`src/rtl/wpc_pkg.sv`:
```
package wpc_pkg;
  typedef enum logic [2:0] {
    S_IDLE,
    S_LOOKUP,
    S_MEMWR,
    S_EVICT,
    S_FILL,
    S_SETTLE
  } wpc_state_e;
endpackage

```
`src/rtl/wpc_data_ram.sv`:
```
// Single-word-per-line data store, one write port and one registered read port
module wpc_data_ram #(
  parameter int IDX_W  = 6,
  parameter int DATA_W = 32
) (
  input  logic              clk,
  input  logic              we,
  input  logic [IDX_W-1:0]  waddr,
  input  logic [DATA_W-1:0] wdata,
  input  logic [IDX_W-1:0]  raddr,
  output logic [DATA_W-1:0] rdata
);
  localparam int LINES = 1 << IDX_W;

  logic [DATA_W-1:0] store [LINES];

  always_ff @(posedge clk) begin
    if (we) store[waddr] <= wdata;
    rdata <= store[raddr];
  end
endmodule

```
`src/rtl/wpc_tag_store.sv`:
```
// Per-line tag plus valid and dirty flags; flags reset, tags do not
module wpc_tag_store #(
  parameter int IDX_W = 6,
  parameter int TAG_W = 6
) (
  input  logic             clk,
  input  logic             rst,
  input  logic [IDX_W-1:0] rd_idx,
  output logic             rd_valid,
  output logic             rd_dirty,
  output logic [TAG_W-1:0] rd_tag,
  input  logic             wr_en,
  input  logic [IDX_W-1:0] wr_idx,
  input  logic [TAG_W-1:0] wr_tag,
  input  logic             wr_dirty
);
  localparam int LINES = 1 << IDX_W;

  logic [LINES-1:0] valid_q;
  logic [LINES-1:0] dirty_q;
  logic [TAG_W-1:0] tag_q [LINES];

  for (genvar g = 0; g < LINES; g++) begin : g_line
    always_ff @(posedge clk) begin
      if (rst) begin
        valid_q[g] <= 1'b0;
        dirty_q[g] <= 1'b0;
      end else if (wr_en && wr_idx == IDX_W'(g)) begin
        valid_q[g] <= 1'b1;
        dirty_q[g] <= wr_dirty;
      end
    end
  end

  always_ff @(posedge clk) begin
    if (wr_en) tag_q[wr_idx] <= wr_tag;
  end

  assign rd_valid = valid_q[rd_idx];
  assign rd_dirty = dirty_q[rd_idx];
  assign rd_tag   = tag_q[rd_idx];
endmodule

```
`src/rtl/wpc_ctrl.sv`:
```
// Request sequencing: lookup, memory write, eviction, fill and re-read
module wpc_ctrl
  import wpc_pkg::*;
#(
  parameter int ADDR_W = 12,
  parameter int IDX_W  = 6,
  parameter int DATA_W = 32,
  localparam int TAG_W = ADDR_W - IDX_W
) (
  input  logic              clk,
  input  logic              rst,
  input  logic              wb_mode,
  input  logic              req_valid,
  output logic              req_ready,
  input  logic              req_write,
  input  logic [ADDR_W-1:0] req_addr,
  input  logic [DATA_W-1:0] req_wdata,
  output logic              rsp_valid,
  output logic [DATA_W-1:0] rsp_rdata,
  output logic              mem_req,
  output logic              mem_we,
  output logic [ADDR_W-1:0] mem_addr,
  output logic [DATA_W-1:0] mem_wdata,
  input  logic              mem_ack,
  input  logic [DATA_W-1:0] mem_rdata,
  output logic [IDX_W-1:0]  ram_raddr,
  input  logic [DATA_W-1:0] ram_rdata,
  output logic              ram_we,
  output logic [DATA_W-1:0] ram_wdata,
  output logic [IDX_W-1:0]  line_idx,
  input  logic              line_valid,
  input  logic              line_dirty,
  input  logic [TAG_W-1:0]  line_tag,
  output logic              tag_we,
  output logic [TAG_W-1:0]  tag_wdata,
  output logic              tag_wdirty
);
  wpc_state_e        st;
  logic [ADDR_W-1:0] a_q;
  logic              w_q;
  logic [DATA_W-1:0] d_q;
  logic              mem_req_q, mem_we_q, rsp_valid_q;
  logic [ADDR_W-1:0] mem_addr_q;
  logic [DATA_W-1:0] mem_wdata_q, rsp_rdata_q;

  logic [IDX_W-1:0] idx_q;
  logic [TAG_W-1:0] tagf_q;
  logic             hit, victim_dirty;

  assign idx_q        = a_q[IDX_W-1:0];
  assign tagf_q       = a_q[ADDR_W-1:IDX_W];
  assign hit          = line_valid && (line_tag == tagf_q);
  assign victim_dirty = line_valid && line_dirty;

  assign line_idx  = idx_q;
  assign ram_raddr = (st == S_IDLE) ? req_addr[IDX_W-1:0] : idx_q;
  assign req_ready = (st == S_IDLE);

  // Line updates: write hit, allocating write, fill data
  always_comb begin
    ram_we     = 1'b0;
    ram_wdata  = d_q;
    tag_we     = 1'b0;
    tag_wdata  = tagf_q;
    tag_wdirty = 1'b0;
    unique case (st)
      S_LOOKUP: begin
        if (w_q && hit) begin
          ram_we     = 1'b1;
          tag_we     = 1'b1;
          tag_wdirty = wb_mode;
        end else if (w_q && wb_mode && !victim_dirty) begin
          ram_we     = 1'b1;
          tag_we     = 1'b1;
          tag_wdirty = 1'b1;
        end
      end
      S_EVICT: begin
        if (mem_ack && w_q) begin
          ram_we     = 1'b1;
          tag_we     = 1'b1;
          tag_wdirty = 1'b1;
        end
      end
      S_FILL: begin
        if (mem_ack) begin
          ram_we    = 1'b1;
          ram_wdata = mem_rdata;
          tag_we    = 1'b1;
        end
      end
      default: ;
    endcase
  end

  always_ff @(posedge clk) begin
    if (rst) begin
      st          <= S_IDLE;
      a_q         <= '0;
      w_q         <= 1'b0;
      d_q         <= '0;
      mem_req_q   <= 1'b0;
      mem_we_q    <= 1'b0;
      mem_addr_q  <= '0;
      mem_wdata_q <= '0;
      rsp_valid_q <= 1'b0;
      rsp_rdata_q <= '0;
    end else begin
      rsp_valid_q <= 1'b0;
      unique case (st)
        S_IDLE: begin
          if (req_valid) begin
            a_q <= req_addr;
            w_q <= req_write;
            d_q <= req_wdata;
            st  <= S_LOOKUP;
          end
        end
        S_LOOKUP: begin
          if (!w_q) begin
            if (hit) begin
              rsp_valid_q <= 1'b1;
              rsp_rdata_q <= ram_rdata;
              st          <= S_IDLE;
            end else if (wb_mode && victim_dirty) begin
              mem_req_q   <= 1'b1;
              mem_we_q    <= 1'b1;
              mem_addr_q  <= {line_tag, idx_q};
              mem_wdata_q <= ram_rdata;
              st          <= S_EVICT;
            end else begin
              mem_req_q  <= 1'b1;
              mem_we_q   <= 1'b0;
              mem_addr_q <= a_q;
              st         <= S_FILL;
            end
          end else if (!wb_mode) begin
            mem_req_q   <= 1'b1;
            mem_we_q    <= 1'b1;
            mem_addr_q  <= a_q;
            mem_wdata_q <= d_q;
            st          <= S_MEMWR;
          end else if (hit || !victim_dirty) begin
            rsp_valid_q <= 1'b1;
            st          <= S_IDLE;
          end else begin
            mem_req_q   <= 1'b1;
            mem_we_q    <= 1'b1;
            mem_addr_q  <= {line_tag, idx_q};
            mem_wdata_q <= ram_rdata;
            st          <= S_EVICT;
          end
        end
        S_MEMWR: begin
          if (mem_ack) begin
            mem_req_q   <= 1'b0;
            rsp_valid_q <= 1'b1;
            st          <= S_IDLE;
          end
        end
        S_EVICT: begin
          if (mem_ack) begin
            if (w_q) begin
              mem_req_q   <= 1'b0;
              rsp_valid_q <= 1'b1;
              st          <= S_IDLE;
            end else begin
              mem_we_q   <= 1'b0;
              mem_addr_q <= a_q;
              st         <= S_FILL;
            end
          end
        end
        S_FILL: begin
          if (mem_ack) begin
            mem_req_q <= 1'b0;
            st        <= S_SETTLE;
          end
        end
        S_SETTLE: st <= S_LOOKUP;
        default:  st <= S_IDLE;
      endcase
    end
  end

  assign rsp_valid = rsp_valid_q;
  assign rsp_rdata = rsp_rdata_q;
  assign mem_req   = mem_req_q;
  assign mem_we    = mem_we_q;
  assign mem_addr  = mem_addr_q;
  assign mem_wdata = mem_wdata_q;
endmodule

```
`src/rtl/wpol_cache.sv`:
```
module wpol_cache #(
  parameter int ADDR_W = 12,
  parameter int IDX_W  = 6,
  parameter int DATA_W = 32
) (
  input  logic              clk,
  input  logic              rst,
  input  logic              wb_mode,
  input  logic              req_valid,
  output logic              req_ready,
  input  logic              req_write,
  input  logic [ADDR_W-1:0] req_addr,
  input  logic [DATA_W-1:0] req_wdata,
  output logic              rsp_valid,
  output logic [DATA_W-1:0] rsp_rdata,
  output logic              mem_req,
  output logic              mem_we,
  output logic [ADDR_W-1:0] mem_addr,
  output logic [DATA_W-1:0] mem_wdata,
  input  logic              mem_ack,
  input  logic [DATA_W-1:0] mem_rdata
);
  localparam int TAG_W = ADDR_W - IDX_W;

  logic [IDX_W-1:0]  ram_raddr, line_idx;
  logic [DATA_W-1:0] ram_rdata, ram_wdata;
  logic              ram_we, tag_we, tag_wdirty;
  logic              line_valid, line_dirty;
  logic [TAG_W-1:0]  line_tag, tag_wdata;

  wpc_ctrl #(.ADDR_W(ADDR_W), .IDX_W(IDX_W), .DATA_W(DATA_W)) u_ctrl (
    .clk(clk), .rst(rst), .wb_mode(wb_mode),
    .req_valid(req_valid), .req_ready(req_ready), .req_write(req_write),
    .req_addr(req_addr), .req_wdata(req_wdata),
    .rsp_valid(rsp_valid), .rsp_rdata(rsp_rdata),
    .mem_req(mem_req), .mem_we(mem_we), .mem_addr(mem_addr),
    .mem_wdata(mem_wdata), .mem_ack(mem_ack), .mem_rdata(mem_rdata),
    .ram_raddr(ram_raddr), .ram_rdata(ram_rdata), .ram_we(ram_we),
    .ram_wdata(ram_wdata), .line_idx(line_idx), .line_valid(line_valid),
    .line_dirty(line_dirty), .line_tag(line_tag), .tag_we(tag_we),
    .tag_wdata(tag_wdata), .tag_wdirty(tag_wdirty)
  );

  wpc_data_ram #(.IDX_W(IDX_W), .DATA_W(DATA_W)) u_data (
    .clk(clk), .we(ram_we), .waddr(line_idx), .wdata(ram_wdata),
    .raddr(ram_raddr), .rdata(ram_rdata)
  );

  wpc_tag_store #(.IDX_W(IDX_W), .TAG_W(TAG_W)) u_tags (
    .clk(clk), .rst(rst), .rd_idx(line_idx), .rd_valid(line_valid),
    .rd_dirty(line_dirty), .rd_tag(line_tag), .wr_en(tag_we),
    .wr_idx(line_idx), .wr_tag(tag_wdata), .wr_dirty(tag_wdirty)
  );
endmodule

```
`config.mk`:
```
export PLATFORM = sky130hd
export DESIGN_NAME = wpol_cache
export DESIGN_NICKNAME = d
export VERILOG_FILES = /design/src/rtl/wpc_pkg.sv /design/src/rtl/wpc_data_ram.sv /design/src/rtl/wpc_tag_store.sv /design/src/rtl/wpc_ctrl.sv /design/src/rtl/wpol_cache.sv
export SDC_FILE = /design/constraint.sdc
export NUM_CORES = 2
export LEC_CHECK = 0
export BUFFER_PORTS_ARGS = -buffer_cell sky130_fd_sc_hd__clkbuf_2
export CAP_MARGIN = 20
export CORE_AREA = 3 3 414 416
export DETAILED_ROUTE_END_ITERATION = 6
export DIE_AREA = 0 0 417 419
export PLACE_DENSITY_LB_ADDON = 0.1
export REMOVE_ABC_BUFFERS = 1
export SLEW_MARGIN = 20
export SYNTH_ARGS = -nofsm -noshare
export SYNTH_HDL_FRONTEND = slang
export SYNTH_SLANG_ARGS = --single-unit
```
`constraint.sdc`:
```
create_clock -name clk -period 13.5 [get_ports clk]
set_clock_uncertainty 0.05 [all_clocks]
set_input_delay 0 -clock clk [delete_from_list [all_inputs] [get_ports clk]]
set_output_delay 0 -clock clk [all_outputs]
set_load 0.02 [all_outputs]
```
### Word-level counts from Yosys, hierarchy flattened

Memories as Yosys holds them, arrays and structs flattened. A register that Yosys moved wholly into a read port is not among the register bits.
Index checks and enable logic that the tools add are counted.

| storage, ports and cells | value |
|---|---|
| input port bits | 82 |
| memories kept | 2 |
| output and inout port bits | 80 |
| flip-flop bits (word level) | 255 |
| memory bits (writable) | 2432 |

Memory list:

| name | depth | width | read ports | clocked after Yosys merged registers in | wr ports | RTL line | RTL |
|---|---|---|---|---|---|---|---|
| u_data.store | 64 | 32 | 1 | 1 | 1 | wpc_data_ram.sv:15 | `logic [DATA_W-1:0] store [LINES];` |
| u_tags.tag_q | 64 | 6 | 1 | 1 | 1 | wpc_tag_store.sv:21 | `logic [TAG_W-1:0] tag_q [LINES];` |

| operators by class | value |
|---|---|
| bitwise operators | 1 |
| reductions and logical operators | 85 |
| equality and inequality tests | 80 |
| multiplexer cells | 63 |
| $lt $le $gt $ge | 1 |

Operator list:

| operator | number |
|---|---|
| 2-to-1 mux 32 bit | 7 |
| == test 6 bit (second input constant) | 32 |
| == test 6 x 5 -> 1 bit (second input constant) | 16 |
| 2-to-1 mux 12 bit | 7 |
| logical AND 1 bit | 71 |
| == test 6 x 4 -> 1 bit (second input constant) | 8 |
| 2-to-1 mux 1 bit | 27 |
| 2-to-1 mux 3 bit | 9 |
| == test 6 x 3 -> 1 bit (second input constant) | 4 |
| case mux 12 bit (2 select lines) | 1 |
| 2-to-1 mux 6 bit | 3 |
| case mux 3 bit (6 select lines) | 1 |
| binary-select mux 1 bit (select 6 bit) | 2 |
| == test 6 x 2 -> 1 bit (second input constant) | 2 |
| inequality test 2 bit (second input constant) | 5 |
| case mux 1 bit (3 select lines) | 3 |
| AND reduction 4 bit | 2 |
| less-than comparator 6 x 7 -> 1 bit (second input constant) | 1 |
| == test 3 x 2 -> 1 bit (second input constant) | 2 |
| == test 3 bit (second input constant) | 2 |
| == test 6 x 1 -> 1 bit (second input constant) | 1 |
| == test 6 bit | 1 |
| logical NOT 6 bit | 1 |
| inequality test 2 x 1 -> 1 bit (second input constant) | 3 |
| 17 further kinds | 19 |

### Logic depth before layout (Yosys ltp)

| depth | value |
|---|---|
| depth in word-level cells | 10 |
| depth in mapped cells | 17 |

### By module

From an unflattened synthesis, not the netlist that was laid out.

| unflattened totals | value |
|---|---|
| cells, all modules | 5543 |
| area, all modules | 105212.2 um^2 |

By module, submodules not included:

| module | area each (um^2) | cells an instance | times used |
|---|---|---|---|
| wpc_data_ram | 79039.6 | 3511 | 1 |
| wpc_tag_store | 20379.5 | 1296 | 1 |
| wpc_ctrl | 5793.1 | 736 | 1 |

### Least setup slack after synthesis

OpenSTA, ideal clock, no wires.

| timing path | value |
|---|---|
| path type | reg-to-reg |
| start | register with a tool-made name |
| end | memory u_data.store[34][0], enable pin |
| buffers on the path | 7 |
| arrival | 6257 ps |
| required time | 12959 ps |
| clock period less this slack | 6798 ps |
| slack | 6702 ps |
| stages on the path, launching flop included | 16 |
| library setup time | 491 ps |
| cells stage by stage | dfxtp_1 -> buf_6 -> buf_6 -> buf_6 -> buf_6 -> mux4_2 -> a221o_1 -> a211o_1 -> a21o_1 -> a222oi_1 -> and4_1 -> buf_4 -> buf_6 -> nand2_2 -> buf_6 -> a211oi_1 |

RTL lines:

| what | RTL line |
|---|---|
| to (decl) | wpc_data_ram.sv:15 |

==> out/results.txt <==
Synthesized area -> 0.106 mm^2
EDFF count, synth -> 2432
1st-iter DRT viols -> 8387
Most frequent cell after synthesis -> edfxtp_1
Starting density of the core -> 63.1%
Critical Path Max Stage Delay -> 830 ps
Vias -> 58200
WL/cell -> 33.5 um
Fin crit share -> 53.8%
Total GRT Usage -> 33.0%
Resized cells post-CTS -> 0
RePlAce Congestion -> 0.909
CP endpoint kind -> flip-flop
Worst EP required -> 13990 ps
CTS tree -> yes
Synthesized netlist cell count -> 5646
Yosys top cell area share -> 69.0%
Total chip power -> 0.0198 W
Min Tclk post-route -> 7270 ps
Initial antenna violation count -> 14
Final Hold Fails -> 0
DIE AREA -> 0.175 mm^2
GRT overflow -> 0
Max cap viols -> 0
CTS max path bufs -> 4
Pwr dens -> 165 mW/mm^2
RSZ-0062 raised after global routing -> no
Min-delay src -> mem_rdata[25]
Root buf cell -> clkbuf_16
#FFs+latches synth -> 2725
Post-CTS Hold Buffers -> 202
Mapped Avg Cell Area -> 18.7 um^2
Max Freq -> 138 MHz
Die Width -> 417 um
Failing checks -> design-rule violations
CP delay by family, top -> buffers and inverters
Cells along the critical path -> buf_4 > mux4_2 > nor3b_1 > o31a_1 > a2111oi_0 > o21ai_0 > a222oi_1 > and4_2 > buf_4 > a31oi_2 > buf_4 > nor2_4 > buf_4
Final antenna-violating net count -> 0
Hold Path Class -> in -> reg
Final setup fails -> 0
Slew HR -> 19.1%
Area grow syn2layout -> 13.8%
DRC viols -> 1
CP bufs+invs -> 4
DIE HEIGHT -> 419 um
Worst-path fanout max -> 67
IO Pins -> 162
Cell accounting for the most synthesized area -> edfxtp_1
Num CTS Buffers -> 285
Worst Max-Slew Pin Slew -> 1210 ps
Port buffer count -> 161
Synth top area cells -> edfxtp_1 (69%), mux4_2 (14%), dfxtp_1 (5.5%), nand2_1 (1.9%), mux2i_1 (1.3%)
Setup TNS -> 0 ps
Netlist cell types -> 58
Top cells by count, synth -> edfxtp_1 (2432), mux4_2 (641), nand2_1 (527), dfxtp_1 (293), clkbuf_1 (255)
Final hold slack -> 39.1 ps
VDD IR-drop max -> 0.145 mV
Critical Path Start Type -> flip-flop
Largest net degree at the start of global routing -> 128
Clk_lat worst skew -> 930 ps
Share of layout cells above drive strength 1 -> 23.7%
R2R setup slack -> 6230 ps
Filler cells -> 9888
Worst path slowest cell -> buf_4
Yosys warnings -> 0
Row cnt -> 150
Num Clock Sinks -> 2725
Routed WL -> 284 mm
Top FF cell, synth -> edfxtp_1
Dpl hpwl -> 152 mm
WS Path Type -> reg -> reg
Outcome -> finished with violations
Util after Layout -> 71.9%
Vias in the first global route -> 58300
Clock-pin slew on the worst setup and hold paths -> 70 ps
NumNets Final -> 6163
DR vias/cell -> 6.87
Slew Viols, Final -> 0
Ys async rst share -> 0%
Post-CTS Setup Bufs -> 0
DR pass1 iterations -> 7
Leak pwr -> 39.4 nW
H-tree lvl count -> 5
WP data arrival -> 7750 ps
First-pass GRT wire length -> 411 mm
Most frequent CP cell -> buf_4
Sequential area share after synthesis -> 74.6%
Core Footprint -> 0.168 mm^2
-- layout by cell type, fill, tap and decap left out, types with 15 or more instances in the layout --
cell           count
mux4_2           641
mux2i_1          130
inv_1             70
and2_1           120
clkbuf_1          52
a22oi_1           22
nand2b_1          18
a21oi_1          188
buf_4            153
dfxtp_1          282
a31oi_1           99
nor2b_1           15
inv_2             22
clkinv_2          51
mux2_2            23
a311oi_1          98
nor2_4            22
nor3_1           137
edfxtp_1        2432
clkbuf_16        302
dlygate4sd3_1    202
nand2_1          524
a211oi_4          20
nand3_1           28
a211oi_1         144
nor2_1            99
clkbuf_2         160
clkinv_1          41
-- final timing paths --
check | endpoint | cells past startpoint
worst min-delay path | u_data.store[13][25] | 3
worst min register to register | u_tags.valid_q[26] | 2
worst max-delay path | u_data.store[19][1] | 13
worst max register to register | u_data.store[19][1] | 13
-- where the power goes --
group | internal, W | switching [W]
registers | 0.00946 | 0.000115
logic | 0.00101 | 0.00183
clock network | 0.00431 | 0.00310
-- per-stage QoR --
stage	setup slack (ps)	cells	area [um^2]
4_1_cts	6230	8474	120000
3_3_place_gp	6330	7795	110000
2_1_floorplan	-38520	5270	104000
6_report	6230	8479	120000
3_5_place_dp	6260	7796	110000
5_1_grt	5810	8477	120000
-- metal layers --
metal | wire (um) | global-route usage, % | part of all wire, %
met2 | 137000 | 51.8 | 48
met4 | 11500 | 12.5 | 4.1
met3 | 31300 | 7.74 | 11
met5 | 39 | 0 | 0.014
met1 | 104000 | 45.8 | 37
-- layout make-up --
cell class,count,area [um^2],share of cell area (%)
diodes,5,12.5,0.0104
clock buffers,364,7890,6.55
clock inverters,112,807,0.670
inverters,93,352,0.292
multi-input cells,2452,25600,21.2
flip-flops and latches,2725,78900,65.5
well taps,2204,2760,2.29
repair buffers,524,4150,3.45
-- registers in the layout, indices dropped and copies added (netlist names), named ones only --
name              count
u_ctrl.mem_we         1
u_ctrl.w_q            1
u_ctrl.rsp_valid      1
u_ctrl.d_q           32
u_ctrl.st             3
u_ctrl.mem_wdata     32
u_tags.tag_q        384
u_ctrl.rsp_rdata     32
u_ctrl.mem_addr      12
u_tags.dirty_q       64
u_data.store       2048
u_data.rdata         32
u_tags.valid_q       64
u_ctrl.mem_req        1
u_ctrl.a_q           12
-- cells by family (layout without fill, tap and decap cells) --
kind of cell              count (synthesis)  after routing  share of synthesized area (%)
DFF                                    2725           2725                           74.6
and+or+nand+nor                        1002           1002                           4.20
muxes                                   812            812                           15.3
AOI/OAI and AO/OA                       637            637                           4.14
buffers and inverters                   469           1093                           1.80
xor gates and xnor gates                  1              1                        0.00828
other                                     0              5                              0
-- worst reg2reg max path, cell delays in order (launching register included) --
cell and delay, ps:
dfxtp_4 720, buf_4 860, mux4_2 410, nor3b_1 50, o31a_1 310, a2111oi_0 780, o21ai_0 200, a222oi_1 770
and4_2 470, buf_4 640, a31oi_2 170, buf_4 270, nor2_4 610, buf_4 580
Note: power is estimated with default switching activity, not from simulation.
